**config.mk**
```make
export PLATFORM = sky130hd
export DESIGN_NAME = adcsr_serial_out
export DESIGN_NICKNAME = d
export VERILOG_FILES = /design/src/rtl/adcsr_pkg.sv /design/src/rtl/adcsr_ctrl_sync.sv /design/src/rtl/adcsr_conv_model.sv /design/src/rtl/adcsr_frame.sv /design/src/rtl/adcsr_serial_out.sv
export SDC_FILE = /design/constraint.sdc
export NUM_CORES = 1
export LEC_CHECK = 0
export ABC_CLOCK_PERIOD_IN_PS = 2700
export CORE_AREA = 5 5 67 114
export CTS_CLUSTER_SIZE = 8
export DETAILED_ROUTE_END_ITERATION = 7
export DIE_AREA = 0 0 72 119
export DONT_BUFFER_PORTS = 1
export SETUP_SLACK_MARGIN = 0.05
export SLEW_MARGIN = 20
export SYNTH_ARGS = -nofsm -noshare
export SYNTH_HDL_FRONTEND = slang
export SYNTH_HIERARCHICAL = 1
export SYNTH_SLANG_ARGS = --single-unit
```
**constraint.sdc**
```tcl
create_clock -name clk -period 2.7 [get_ports clk]
set_clock_uncertainty 0.15 [all_clocks]
set_input_delay 0.54 -clock clk [delete_from_list [all_inputs] [get_ports clk]]
set_output_delay 0.54 -clock clk [all_outputs]
set_load 0.1 [all_outputs]
```
**src/rtl/adcsr_pkg.sv**
```systemverilog
package adcsr_pkg;
  typedef enum logic [1:0] {
    FR_IDLE  = 2'd0,
    FR_SYNC  = 2'd1,
    FR_SHIFT = 2'd2
  } frame_st_e;

  typedef enum logic {
    RD_AFTER  = 1'b0,
    RD_DURING = 1'b1
  } rd_mode_e;
endpackage

```
**src/rtl/adcsr_ctrl_sync.sv**
```systemverilog
module adcsr_ctrl_sync (
  input  logic clk,
  input  logic rst,
  input  logic cs_n_i,
  input  logic rc_i,
  output logic conv_start_o,
  output logic read_req_o
);
  // one capture stage plus one history stage per control line
  logic cs_q, cs_p, rc_q, rc_p;

  always_ff @(posedge clk) begin
    if (rst) begin
      cs_q <= 1'b1;
      cs_p <= 1'b1;
      rc_q <= 1'b1;
      rc_p <= 1'b1;
    end else begin
      cs_q <= cs_n_i;
      cs_p <= cs_q;
      rc_q <= rc_i;
      rc_p <= rc_q;
    end
  end

  logic cs_fall, rc_fall;
  assign cs_fall = cs_p & ~cs_q;
  assign rc_fall = rc_p & ~rc_q;

  assign conv_start_o = (cs_fall & ~rc_q) | (rc_fall & ~cs_q);
  assign read_req_o   = ~cs_q & rc_q;
endmodule

```
**src/rtl/adcsr_conv_model.sv**
```systemverilog
module adcsr_conv_model #(
  parameter int W           = 16,
  parameter int CONV_CYCLES = 64
) (
  input  logic         clk,
  input  logic         rst,
  input  logic         conv_start_i,
  input  logic [W-1:0] conv_word_i,
  output logic         busy_n_o,
  output logic [W-1:0] result_o
);
  localparam int CW = (CONV_CYCLES > 1) ? $clog2(CONV_CYCLES) : 1;
  localparam logic [CW-1:0] LAST = CW'(CONV_CYCLES - 1);

  logic [CW-1:0] cnt;

  always_ff @(posedge clk) begin
    if (rst) begin
      busy_n_o <= 1'b1;
      cnt      <= '0;
      result_o <= '0;
    end else if (busy_n_o) begin
      if (conv_start_i) begin
        busy_n_o <= 1'b0;
        cnt      <= LAST;
      end
    end else if (cnt == '0) begin
      busy_n_o <= 1'b1;
      result_o <= conv_word_i;
    end else begin
      cnt <= cnt - 1'b1;
    end
  end
endmodule

```
**src/rtl/adcsr_frame.sv**
```systemverilog
module adcsr_frame
  import adcsr_pkg::*;
#(
  parameter int W = 16
) (
  input  logic         clk,
  input  logic         rst,
  input  logic         tick_i,
  input  logic         win_i,
  input  logic         restart_i,
  input  logic         tag_i,
  input  logic [W-1:0] result_i,
  output logic         sync_o,
  output logic         data_o
);
  frame_st_e    st;
  logic [W-1:0] sr;

  // After the load, the chain bits enter at the bottom and leave W ticks later.
  always_ff @(posedge clk) begin
    if (rst) begin
      st     <= FR_IDLE;
      sync_o <= 1'b0;
      data_o <= 1'b0;
      sr     <= '0;
    end else if (!win_i || restart_i) begin
      st     <= FR_IDLE;
      sync_o <= 1'b0;
      data_o <= 1'b0;
    end else if (tick_i) begin
      case (st)
        FR_IDLE: begin
          sync_o <= 1'b1;
          data_o <= 1'b0;
          st     <= FR_SYNC;
        end
        FR_SYNC: begin
          sync_o <= 1'b0;
          data_o <= result_i[W-1];
          sr     <= {result_i[W-2:0], tag_i};
          st     <= FR_SHIFT;
        end
        default: begin
          sync_o <= 1'b0;
          data_o <= sr[W-1];
          sr     <= {sr[W-2:0], tag_i};
        end
      endcase
    end
  end
endmodule

```
**src/rtl/adcsr_serial_out.sv**
```systemverilog
module adcsr_serial_out
  import adcsr_pkg::*;
#(
  parameter int W           = 16,
  parameter int CONV_CYCLES = 64
) (
  input  logic         clk,
  input  logic         rst,
  input  logic         mode_i,
  input  logic         cs_n_i,
  input  logic         rc_i,
  input  logic         dclk_tick_i,
  input  logic         tag_i,
  input  logic [W-1:0] conv_word_i,
  output logic         busy_n_o,
  output logic         sync_o,
  output logic         data_o
);
  logic         conv_start, read_req, during_armed, read_win, restart;
  logic [W-1:0] result_q;

  adcsr_ctrl_sync u_ctrl (
    .clk          (clk),
    .rst          (rst),
    .cs_n_i       (cs_n_i),
    .rc_i         (rc_i),
    .conv_start_o (conv_start),
    .read_req_o   (read_req)
  );

  adcsr_conv_model #(.W(W), .CONV_CYCLES(CONV_CYCLES)) u_conv (
    .clk          (clk),
    .rst          (rst),
    .conv_start_i (conv_start),
    .conv_word_i  (conv_word_i),
    .busy_n_o     (busy_n_o),
    .result_o     (result_q)
  );

  // read-during mode: each start re-arms a frame that runs until the next start
  always_ff @(posedge clk) begin
    if (rst || rd_mode_e'(mode_i) != RD_DURING) during_armed <= 1'b0;
    else if (conv_start)                        during_armed <= 1'b1;
  end

  assign restart  = conv_start & (rd_mode_e'(mode_i) == RD_DURING);
  assign read_win = (rd_mode_e'(mode_i) == RD_DURING) ? during_armed
                                                      : (read_req & busy_n_o);

  adcsr_frame #(.W(W)) u_frame (
    .clk       (clk),
    .rst       (rst),
    .tick_i    (dclk_tick_i),
    .win_i     (read_win),
    .restart_i (restart),
    .tag_i     (tag_i),
    .result_i  (result_q),
    .sync_o    (sync_o),
    .data_o    (data_o)
  );
endmodule

```
After elaboration in Yosys (flattened, before gate mapping). Index checks and enable logic that the tools add are counted.

Add/sub/neg operators: 1. $mul: 0. Div/mod/pow operators: 0. $lt $le $gt $ge: 0. Eq/ne operators: 3. Shift-type cells: 0. Multiplexer cells: 11. Bitwise gates (word level): 14. Reduce and logical (&&, ||, !) cells: 11.

Operator list (number): one-hot mux 16 bit (2 select lines) (1); two-way mux 6 bit (3); bitwise AND 1 bit (7); logical NOT 6 bit (1); NOT 1 bit (6); AND reduction 2 bit (3); subtractor 6 x 1 -> 6 bit (second input constant) (1); two-way mux 1 bit (5); one-hot mux 2 bit (2 select lines) (1); AND reduction 3 bit (1); == test 2 x 1 -> 1 bit (second input constant) (1); logical NOT 2 bit (1); logical OR 1 bit (2); != test 2 x 1 -> 1 bit (second input constant) (1); != test 2 bit (second input constant) (1); one-hot mux 1 bit (2 select lines) (1); nonzero test 2 bit (1); OR reduction 2 bit (1); logical NOT 1 bit (1); OR 1 bit (1).

Flip-flop bits (word level): 48. Bits in latches: 0. Bits in writable memories: 0. Memory bits (read-only): 0. Word-level logic and storage cells: 52. Memories kept: 0.

Depth between registers and ports, before layout. Gate-level depths: netlist (run 1).

Word-level depth: 8. Gate-level depth with buffers: 7. Gate-level depth less buffers: 6.

Modules after synthesis. Netlist (run 1), hierarchy kept.

By module, submodules not included: adcsr_conv_model (instances 1, cells an instance 117, area each 979.7 µm², seq. area each 460.4 µm²); adcsr_frame (instances 1, cells an instance 74, area each 864.6 µm², seq. area each 400.4 µm²); adcsr_ctrl_sync (instances 1, cells an instance 11, area each 122.6 µm², seq. area each 80.1 µm²); adcsr_serial_out (instances 1, cells an instance 7, area each 55.1 µm², seq. area each 20.0 µm²).

Worst setup path before layout (run 1). Ideal clock, no wire load.

Path type: reg-to-reg. From: reg u_conv.busy_n_o. To: reg u_frame.sr[10]. Setup time: 0.070 ns. Arrival time: 1.897 ns. Data required time: 2.480 ns. Path slack: 0.583 ns. Cell stages (with the launch flop): 7. Buffers on the path: 1. Clock period less this slack: 2.117 ns. Cells stage by stage: dfxtp_1 nand2_1 o21ai_0 and2b_1 nand3b_2 buf_6 o2bb2ai_1.

Word-level cells in the longest chain between the ends: 6.

Ends and longest elaborated chain: start, declared (RTL line adcsr_conv_model.sv:9) `output logic busy_n_o,`; start signal, assigned (RTL line adcsr_conv_model.sv:19) `busy_n_o <= 1'b1;`; start signal, assigned (RTL line adcsr_conv_model.sv:24) `busy_n_o <= 1'b0;`; start signal, assigned (RTL line adcsr_conv_model.sv:28) `busy_n_o <= 1'b1;`; bitwise AND 1 bit (RTL line adcsr_serial_out.sv:48) `: (read_req & busy_n_o);`; two-way mux 1 bit (RTL line adcsr_serial_out.sv:47) `assign read_win = (rd_mode_e'(mode_i) == RD_DURING) ? during_armed`; via read_win (RTL line adcsr_serial_out.sv:19) `logic conv_start, read_req, during_armed, read_win, restart;`; logical NOT 1 bit (RTL line adcsr_frame.sv:26) `end else if (!win_i || restart_i) begin`; logical OR 1 bit (RTL line adcsr_frame.sv:26); NOT 1 bit (no line); AND reduction 3 bit (no line); end signal, assigned (RTL line adcsr_frame.sv:40) `sr <= {result_i[W-2:0], tag_i};`; end signal, assigned (RTL line adcsr_frame.sv:46) `sr <= {sr[W-2:0], tag_i};`; end, declared (RTL line adcsr_frame.sv:17) `logic [W-1:0] sr;`.

The timed path passes the listed nets, and every way through them passes these cells. A chain may end at the register's enable or synchronous reset.

Final worst setup path (run 1).
From: reg u_conv.cnt[0]. To: reg u_conv.cnt[1].

Word-level cells in the longest chain between the ends: 3. Elaborated cells between the ends (all ways): 6. Those cells by class: add/sub: 1; eq/ne: 1; mux: 2; reduce/logical: 2.

Ends and longest elaborated chain: start, declared (RTL line adcsr_conv_model.sv:15) `logic [CW-1:0] cnt;`; start signal, assigned (RTL line adcsr_conv_model.sv:31) `cnt <= cnt - 1'b1;`; subtractor 6 x 1 -> 6 bit or logical NOT 6 bit (tied branches) (RTL line adcsr_conv_model.sv:31, adcsr_conv_model.sv:27); two-way mux 6 bit or != test 2 x 1 -> 1 bit (tied branches); two-way mux 6 bit or AND reduction 2 bit (tied branches).

Several ways; a longest one is shown, not always the timed one. The select of a mux whose other input is x is not followed.

==> impl_metrics.json, run 1 <==
{
  "r2r-end": "u_conv/cnt[1]$_SDFFE_PP0N_",
  "hold_depth": 1,
  "worst_pin_slew_ns": 0.6815,
  "power_density_nw_per_um2": 647.9,
  "antenna_left": 0,
  "place_congestion": 0.7888,
  "use_met1_pct": 11.84,
  "grt_use_met2_pct": 18.89,
  "cts_hold_buffers": 0,
  "detail_route.vias_per_cell": 5.134,
  "cp_cell_sequence": "inv_1, ha_1, or3b_1, o22ai_1, a221oi_1",
  "cts_tree": "built",
  "netlist_area_um2": 2022,
  "clockRootBuffer": "clkbuf_16",
  "synthMuxAreaShare_pct": 7.426,
  "synth_area_leaders": "dfxtp_1 48%, mux2i_1 7.4%, o2bb2ai_1 6.5%, a21oi_1 6.2%, o21ai_0 5.0%",
  "nFillCells": 682,
  "critPathRequiredTime_ns": 2.71,
  "async_reset_ff_share_pct": 0,
  "hold_end": "u_conv/result_o[5]$_SDFFE_PP0P_",
  "multi_input_area_um2": 958.4,
  "cts.sinks": 48,
  "drv_slew": 0,
  "cts_resized": 0,
  "tns_ns": 0,
  "hp-start": "rst",
  "grt_util_all_layers_pct": 11.06,
  "synth-xor-area-share_pct": 0,
  "final_cells": 292,
  "fp.dieW_um": 72,
  "overflow": 0,
  "syn_avg_cell_area_um2": 9.674,
  "drive_above_1_share_pct": 11.43,
  "final_design_area_no_fill_um2": 2240,
  "synth-compound-area-share_pct": 23.21,
  "drt_wl_total_um": 4392,
  "synth_top_family_by_area": "compound AO/OA/AOI/OAI gates",
  "antenna_found_initial": 0,
  "insertedDiodeCount": 0,
  "dp_cells": 284,
  "rows": 39,
  "top_usage_layer": "met2",
  "grt_start_max_net_pins": 33,
  "crit_arrival_ns": 1.99,
  "synthSimpleGateAreaFrac_pct": 15.28,
  "gr-usage-met3_pct": 3.204,
  "die_y_um": 119,
  "post_cts_buffers": 0,
  "synth_edf_count": 0,
  "holdWs_ns": 0.1646,
  "cts_max_path_buffers": 2,
  "synth.net_count": 234,
  "finalSetupViolCount": 0,
  "area_growth_pct": 10.77,
  "yosys_register_bits": 48,
  "vdd_drop_max_v": 0.0002733,
  "p_leak_nw": 0.7181,
  "yosys.area.top_type": "dfxtp_1",
  "synth-adder-area-share_pct": 1.238,
  "vias": 1499,
  "dieArea_um2": 8568,
  "syn_inst": 209,
  "ys_seq_area_share_pct": 47.52,
  "synth.distinct_cells": 41,
  "maxSlewHeadroom_pct": 54.32,
  "start_util_pct": 30.92,
  "nNetsFinal": 234,
  "synth_top_area_share_pct": 47.52,
  "clock.fmax_mhz": 505.1,
  "cp_slowest_cell": "or3b_1",
  "fin_crit_ns": 1.980,
  "num_io_pins": 26,
  "placement.io_buffers": 0,
  "r2r_cells": 5,
  "critPathCaptureType": "flip-flop",
  "critPathLaunchType": "flip-flop",
  "rsz0062_at_grt": "no",
  "placed_area_um2": 2093,
  "place_hpwl_um": 3124,
  "clk_latency_ns": 0.29,
  "hold_viol": 0,
  "hp-class": "input port to flip-flop",
  "grt_first_pass_wirelength_um": 7410,
  "outcome": "complete, no violations",
  "seqCellArea_um2": 960.9,
  "cap_violations": 0,
  "dr.pass1.iters": 4,
  "crit_fanout": 17,
  "clkTransAtPathRegs_ns": 0.06,
  "r2r-start": "u_conv/cnt[0]$_SDFFE_PP0N_",
  "p_total_w": 0.001451,
  "drtIter0Drc": 35,
  "ys.flop_type": "dfxtp_1",
  "htreeDepth": 2,
  "numCtsBuffers": 5,
  "fin_crit_sh_pct": 73.32,
  "drc": 0,
  "grt_pass1_vias": 1560,
  "post_drt_wl_per_cell_um": 15.04,
  "critPathMaxStageDelay_ns": 0.60,
  "critPathKind": "flip-flop to flip-flop",
  "worst-r2r-setup-slack_ns": 0.72,
  "ys_warn_count": 6,
  "core_um2": 6539
}
==> worst max path at each step <==
stage | cells after the start | slack (ns) | endpoint | start
4_1_cts | 1 | 0.73 | busy_n_o | u_conv/busy_n_o$_SDFF_PP1_
2_1_floorplan | 6 | 0.58 | u_frame/sr[10]$_SDFFE_PP0P_ | u_conv/busy_n_o$_SDFF_PP1_
3_5_place_dp | 5 | 0.78 | u_conv/cnt[1]$_SDFFE_PP0N_ | u_conv/cnt[0]$_SDFFE_PP0N_
5_1_grt | 5 | 0.56 | u_conv/cnt[1]$_SDFFE_PP0N_ | u_conv/cnt[0]$_SDFFE_PP0N_
3_3_place_gp | 5 | 0.80 | u_frame/sr[7]$_SDFFE_PP0P_ | u_conv/busy_n_o$_SDFF_PP1_
6_report | 5 | 0.72 | u_conv/cnt[1]$_SDFFE_PP0N_ | u_conv/cnt[0]$_SDFFE_PP0N_
==> kinds of logic after synthesis <==
family / after synthesis
AO/OA/AOI/OAI: 73
buffers and inverters: 19
adder cells (fa/ha/maj): 2
multiplexers: 15
AND/OR/NAND/NOR: 52
flip-flops: 48
==> cell usage after synthesis, types with 2 or more instances <==
library cell and number:
a211oi_1 3, a21oi_1 25, a221oi_1 2, buf_6 2, clkbuf_1 9, dfxtp_1 48, ha_1 2, inv_1 5
mux2i_1 15, nand2_1 5, nand2b_1 2, nand3_1 17, nor2_1 4, nor2b_1 2, nor3_1 3, nor3b_2 2
o21ai_0 20, o2bb2ai_1 15, or2_1 4, or3_1 3
==> per-stage QoR <==
step / util (%) / worst slack [ns]
finish: 34.25 / 0.7203
global route: 34.25 / 0.5630
CTS: 34.25 / 0.7284
detailed placement: 32.01 / 0.7758
global placement: 32.01 / 0.7984
floorplan: - / 0.5833
==> metal layers <==
layer / part of all wire, % / up-vias
li1: - / 771
met1: 40 / 694
met2: 52 / 25
met3: 4.7 / 9
met4: 3.0 / 0
met5: 0 / -
==> sequential cells by signal, indices dropped and copies added (netlist names) <==
| name | cells |
|---|---|
| u_conv/busy_n_o | 1 |
| u_conv/result_o | 16 |
| during_armed | 1 |
| u_ctrl/rc_q | 1 |
| u_ctrl/cs_p | 1 |
| u_frame/sr | 16 |
| u_ctrl/rc_p | 1 |
| u_frame/data_o | 1 |
| u_conv/cnt | 6 |
| u_frame/sync_o | 1 |
| u_frame/st | 2 |
| u_ctrl/cs_q | 1 |
==> worst max-delay path, delay by kind of cell, from the launching register on <==
family / cells / cell delay [ns]
AO/OA/AOI/OAI: 2 / 0.45
buffers and inverters: 1 / 0.12
adder cells (fa/ha/maj): 1 / 0.23
flip-flops: 1 / 0.32
AND/OR/NAND/NOR: 1 / 0.60
==> final cells by class <==
cell class | count | area share [%]
Inverter | 5 | 0.8380
Tap cell | 82 | 4.581
Clock buffer | 8 | 6.536
Multi-Input combinational cell | 142 | 42.79
Timing Repair Buffer | 7 | 2.346
Sequential cell | 48 | 42.91
==> report_power, final <==
group | total [W] | leakage (nW) | internal [W] | switching, W
logic | 0.000101 | 0.258 | 0.0000354 | 0.0000654
clock network | 0.000614 | 0.0712 | 0.000369 | 0.000245
registers | 0.000736 | 0.389 | 0.000724 | 0.0000127
total | 0.00145 | 0.718 | 0.00113 | 0.000323
==> cell usage in the layout, fill, tap and decap left out, types with 2 or more instances in the layout <==
master,netlist,final
o2bb2ai_1,15,15
a211oi_1,3,3
inv_1,5,5
nor3_1,3,2
mux2i_1,15,15
ha_1,2,2
clkbuf_1,9,2
nand2b_1,2,2
nor2_1,4,4
nand3_1,17,17
a221oi_1,2,2
buf_4,1,7
nand2_1,5,5
or2_1,4,4
nor2b_1,2,2
dfxtp_1,48,48
o21ai_0,20,20
nor3b_2,2,2
or3_1,3,3
a21oi_1,25,25
clkbuf_16,0,5
(Power assumes the default switching activity.)
==> run 2: changes to the inputs <==
ABC_AREA = 1   (was unset)
ABC_CLOCK_PERIOD_IN_PS = 2000   (was 2700)
CORE_AREA = 5 5 70 120   (was 5 5 67 114)
DIE_AREA = 0 0 75 125   (was 0 0 72 119)
clock period = 2 ns   (was 2.7 ns; I/O delays follow)
==> run 2 against run 1 <==
Compared with the run above:
- highest routed layer unchanged
- largest power group unchanged
- wire length increased by 8.1%
- register-to-register slack lost 0.46 ns
- synthesized cell count is 57% higher
- critical endpoint is now u_conv/result_o[9]$_SDFFE_PP0P_
- critical path depth rose by 1
==> impl_metrics.json, run 2 <==
{
  "outcome": "complete, no violations",
  "clock.fmax_mhz": 573.5,
  "power_frac_clock_pct": 42.6,
  "drive_above_1_share_pct": 10.27,
  "synth.net_count": 354,
  "htreeDepth": 2,
  "ys.flop_type": "dfxtp_1",
  "crit_buf_inv": 2,
  "ys_warn_count": 6,
  "post_drt_wl_per_cell_um": 11.33,
  "cts_max_path_buffers": 2,
  "clk_latency_ns": 0.29,
  "p_total_w": 0.001996,
  "detail_route.vias_per_cell": 4.484,
  "dieArea_um2": 9375,
  "finalSetupViolCount": 0,
  "drtIter0Drc": 45,
  "synth.distinct_cells": 29,
  "cp_slowest_cell": "dfxtp_1",
  "placement.io_buffers": 0,
  "fin_crit_sh_pct": 87.19,
  "critPathLaunchType": "flip-flop",
  "cpLargestDelayFamily": "buffers and inverters",
  "cts_tree": "built",
  "critPathRequiredTime_ns": 2.02,
  "grt_util_all_layers_pct": 11.19,
  "power_density_nw_per_um2": 799.1,
  "num_io_pins": 26,
  "cp_cell_sequence": "inv_1, ha_1, nand4_4, buf_4, o21ai_1, a21oi_1",
  "critPathCaptureType": "flip-flop",
  "netlist_area_um2": 2293,
  "crit_fanout": 18,
  "start_util_pct": 30.95,
  "worst-r2r-setup-slack_ns": 0.26,
  "hold_end": "u_conv/cnt[3]$_SDFFE_PP0N_",
  "yosys.area.top_type": "dfxtp_1",
  "p_int_w": 0.001531,
  "drc": 0,
  "sw_frac_of_total_pct": 23.30,
  "vias": 1879,
  "nNetsFinal": 355,
  "mostFrequentLayoutCells": "89 x nand2_1, 47 x inv_1, 47 x dfxtp_1",
  "rsz0062_at_grt": "no",
  "insertedDiodeCount": 0,
  "die_y_um": 125,
  "synth_edf_count": 0,
  "rows": 42,
  "p_leak_nw": 1.172,
  "fin_crit_ns": 1.744,
  "antenna_left": 0,
  "ys_seq_area_share_pct": 41.90,
  "r2r_cells": 6,
  "clkTransAtPathRegs_ns": 0.06,
  "hp-class": "input port to flip-flop",
  "crit_arrival_ns": 1.77,
  "hold_depth": 1,
  "nFillCells": 800,
  "yosys_register_bits": 48,
  "drt_wl_total_um": 4748,
  "netSwitchingPower_w": 0.0004651,
  "r2r-end": "u_conv/result_o[9]$_SDFFE_PP0P_",
  "dr.pass1.iters": 4,
  "vdd_drop_max_v": 0.0006700,
  "r2r-start": "u_conv/cnt[0]$_SDFFE_PP0N_",
  "reg.largest.list": "u_conv/result_o: 16 flops, u_frame/sr: 16 flops, u_conv/cnt: 6 flops",
  "tns_ns": 0,
  "place_congestion": 0.7712,
  "hp-start": "rst",
  "synth_area_leaders": "dfxtp_1 42%, nand2_1 15%, inv_1 7.7%, nor2_1 6.9%, nand3_1 5.5%",
  "maxSlewHeadroom_pct": 56.83,
  "cts.sinks": 48,
  "syn_avg_cell_area_um2": 6.971,
  "clockRootBuffer": "clkbuf_16",
  "hold_viol": 0,
  "synthTopCellsByCount": "89 x nand2_1, 48 x dfxtp_1, 47 x inv_1",
  "area_growth_pct": 8.893,
  "cts_resized": 0,
  "numCtsBuffers": 5,
  "cts_hold_buffers": 0,
  "worst_pin_slew_ns": 0.6468,
  "synth_top_area_share_pct": 41.90,
  "yosysMostFrequentCell": "nand2_1",
  "overflow": 0,
  "post_cts_buffers": 0,
  "critPathKind": "flip-flop to flip-flop",
  "syn_inst": 329,
  "p_comb_share_pct": 7.1,
  "fp.dieW_um": 75,
  "drv_slew": 0,
  "critPathMaxStageDelay_ns": 0.31,
  "mostFrequentLayoutCell": "nand2_1",
  "core_um2": 7410,
  "async_reset_ff_share_pct": 0,
  "place_hpwl_um": 3547,
  "cap_violations": 0,
  "antenna_found_initial": 0,
  "grt_pass1_vias": 1810,
  "setup_ws_ns": 0.2563,
  "grt_first_pass_wirelength_um": 8162,
  "grt_start_max_net_pins": 31,
  "place_ws_ns": 0.2766,
  "p_seq_share_pct": 50.2
}
-- run 2: cell types whose count changed after synthesis, sizes merged, moves of 9 or more --
cell,previous run,this run
nand2,5,92
nor2,4,45
nand3,17,26
inv,5,50
o2bb2ai,15,0
mux2i,15,0
-- run 2: kinds of logic after synthesis --
kind of cell	count (synthesis)	synth area share [%]
adder cells (fa/ha/maj)	2	1.091
AO/OA/AOI/OAI	44	10.97
flip-flops	48	41.90
AND/OR/NAND/NOR	171	32.90
buffers and inverters	64	13.15
-- run 2: per-stage QoR --
step | hold slack [ns] | cell area, um2 | utilization, % | cells
6_report | 0.02249 | 2497 | 33.70 | 419
5_1_grt | 0.01381 | 2497 | 33.70 | 419
4_1_cts | 0.01249 | 2497 | 33.70 | 419
3_5_place_dp | 0.2674 | 2347 | 31.68 | 411
3_3_place_gp | 0.2627 | 2347 | 31.68 | 411
2_1_floorplan | 0.2532 | 2295 | - | 329
-- run 2: layout make-up --
| type | count | area [um2] | share of cell area (%) |
|---|---|---|---|
| Timing Repair Buffer | 7 | 52.55 | 2.104 |
| Tap cell | 88 | 110.1 | 4.409 |
| Inverter | 51 | 191.4 | 7.665 |
| Multi-Input combinational cell | 217 | 1031 | 41.28 |
| Clock inverter | 1 | 7.507 | 0.3006 |
| Sequential cell | 48 | 962.2 | 38.53 |
| Clock buffer | 7 | 142.6 | 5.711 |
-- run 2: worst register-to-register path, stage by stage, from the launching register on --
cell	delay, ns
dfxtp_1	0.31
inv_1	0.16
ha_1	0.22
nand4_4	0.27
buf_4	0.32
o21ai_1	0.15
a21oi_1	0.05
-- run 2: worst max-delay path by stage --
stage,endpoint,cells past startpoint,startpoint,slack (ns)
2_1_floorplan,u_frame/sr[10]$_SDFFE_PP0P_,8,u_conv/busy_n_o$_SDFF_PP1_,0.26
3_3_place_gp,u_conv/result_o[9]$_SDFFE_PP0P_,6,u_conv/cnt[0]$_SDFFE_PP0N_,0.31
3_5_place_dp,u_conv/result_o[9]$_SDFFE_PP0P_,6,u_conv/cnt[0]$_SDFFE_PP0N_,0.28
4_1_cts,u_conv/result_o[9]$_SDFFE_PP0P_,6,u_conv/cnt[0]$_SDFFE_PP0N_,0.27
5_1_grt,u_conv/result_o[9]$_SDFFE_PP0P_,6,u_conv/cnt[0]$_SDFFE_PP0N_,0.11
6_report,u_conv/result_o[9]$_SDFFE_PP0P_,6,u_conv/cnt[0]$_SDFFE_PP0N_,0.26
-- run 2: per-layer routing --
layer  up-vias  track usage, %  part of all wire, %
met3        16           3.133                  3.7
met2        29           19.12                   51
met1       818           11.34                   40
met5         -               0                    0
li1       1016               -                    -
met4         0           7.233                  4.8
-- run 2: power groups by stage --
stage	Sequential, W	Clock [W]	Combinational, W
finish	0.00100	0.000851	0.000142
global route	0.00100	0.000915	0.000161
CTS	0.00100	0.000889	0.000144
detailed placement	0.00102	0	0.000143
global placement	0.00102	0	0.000141
floorplan	0.00103	0	0.000113
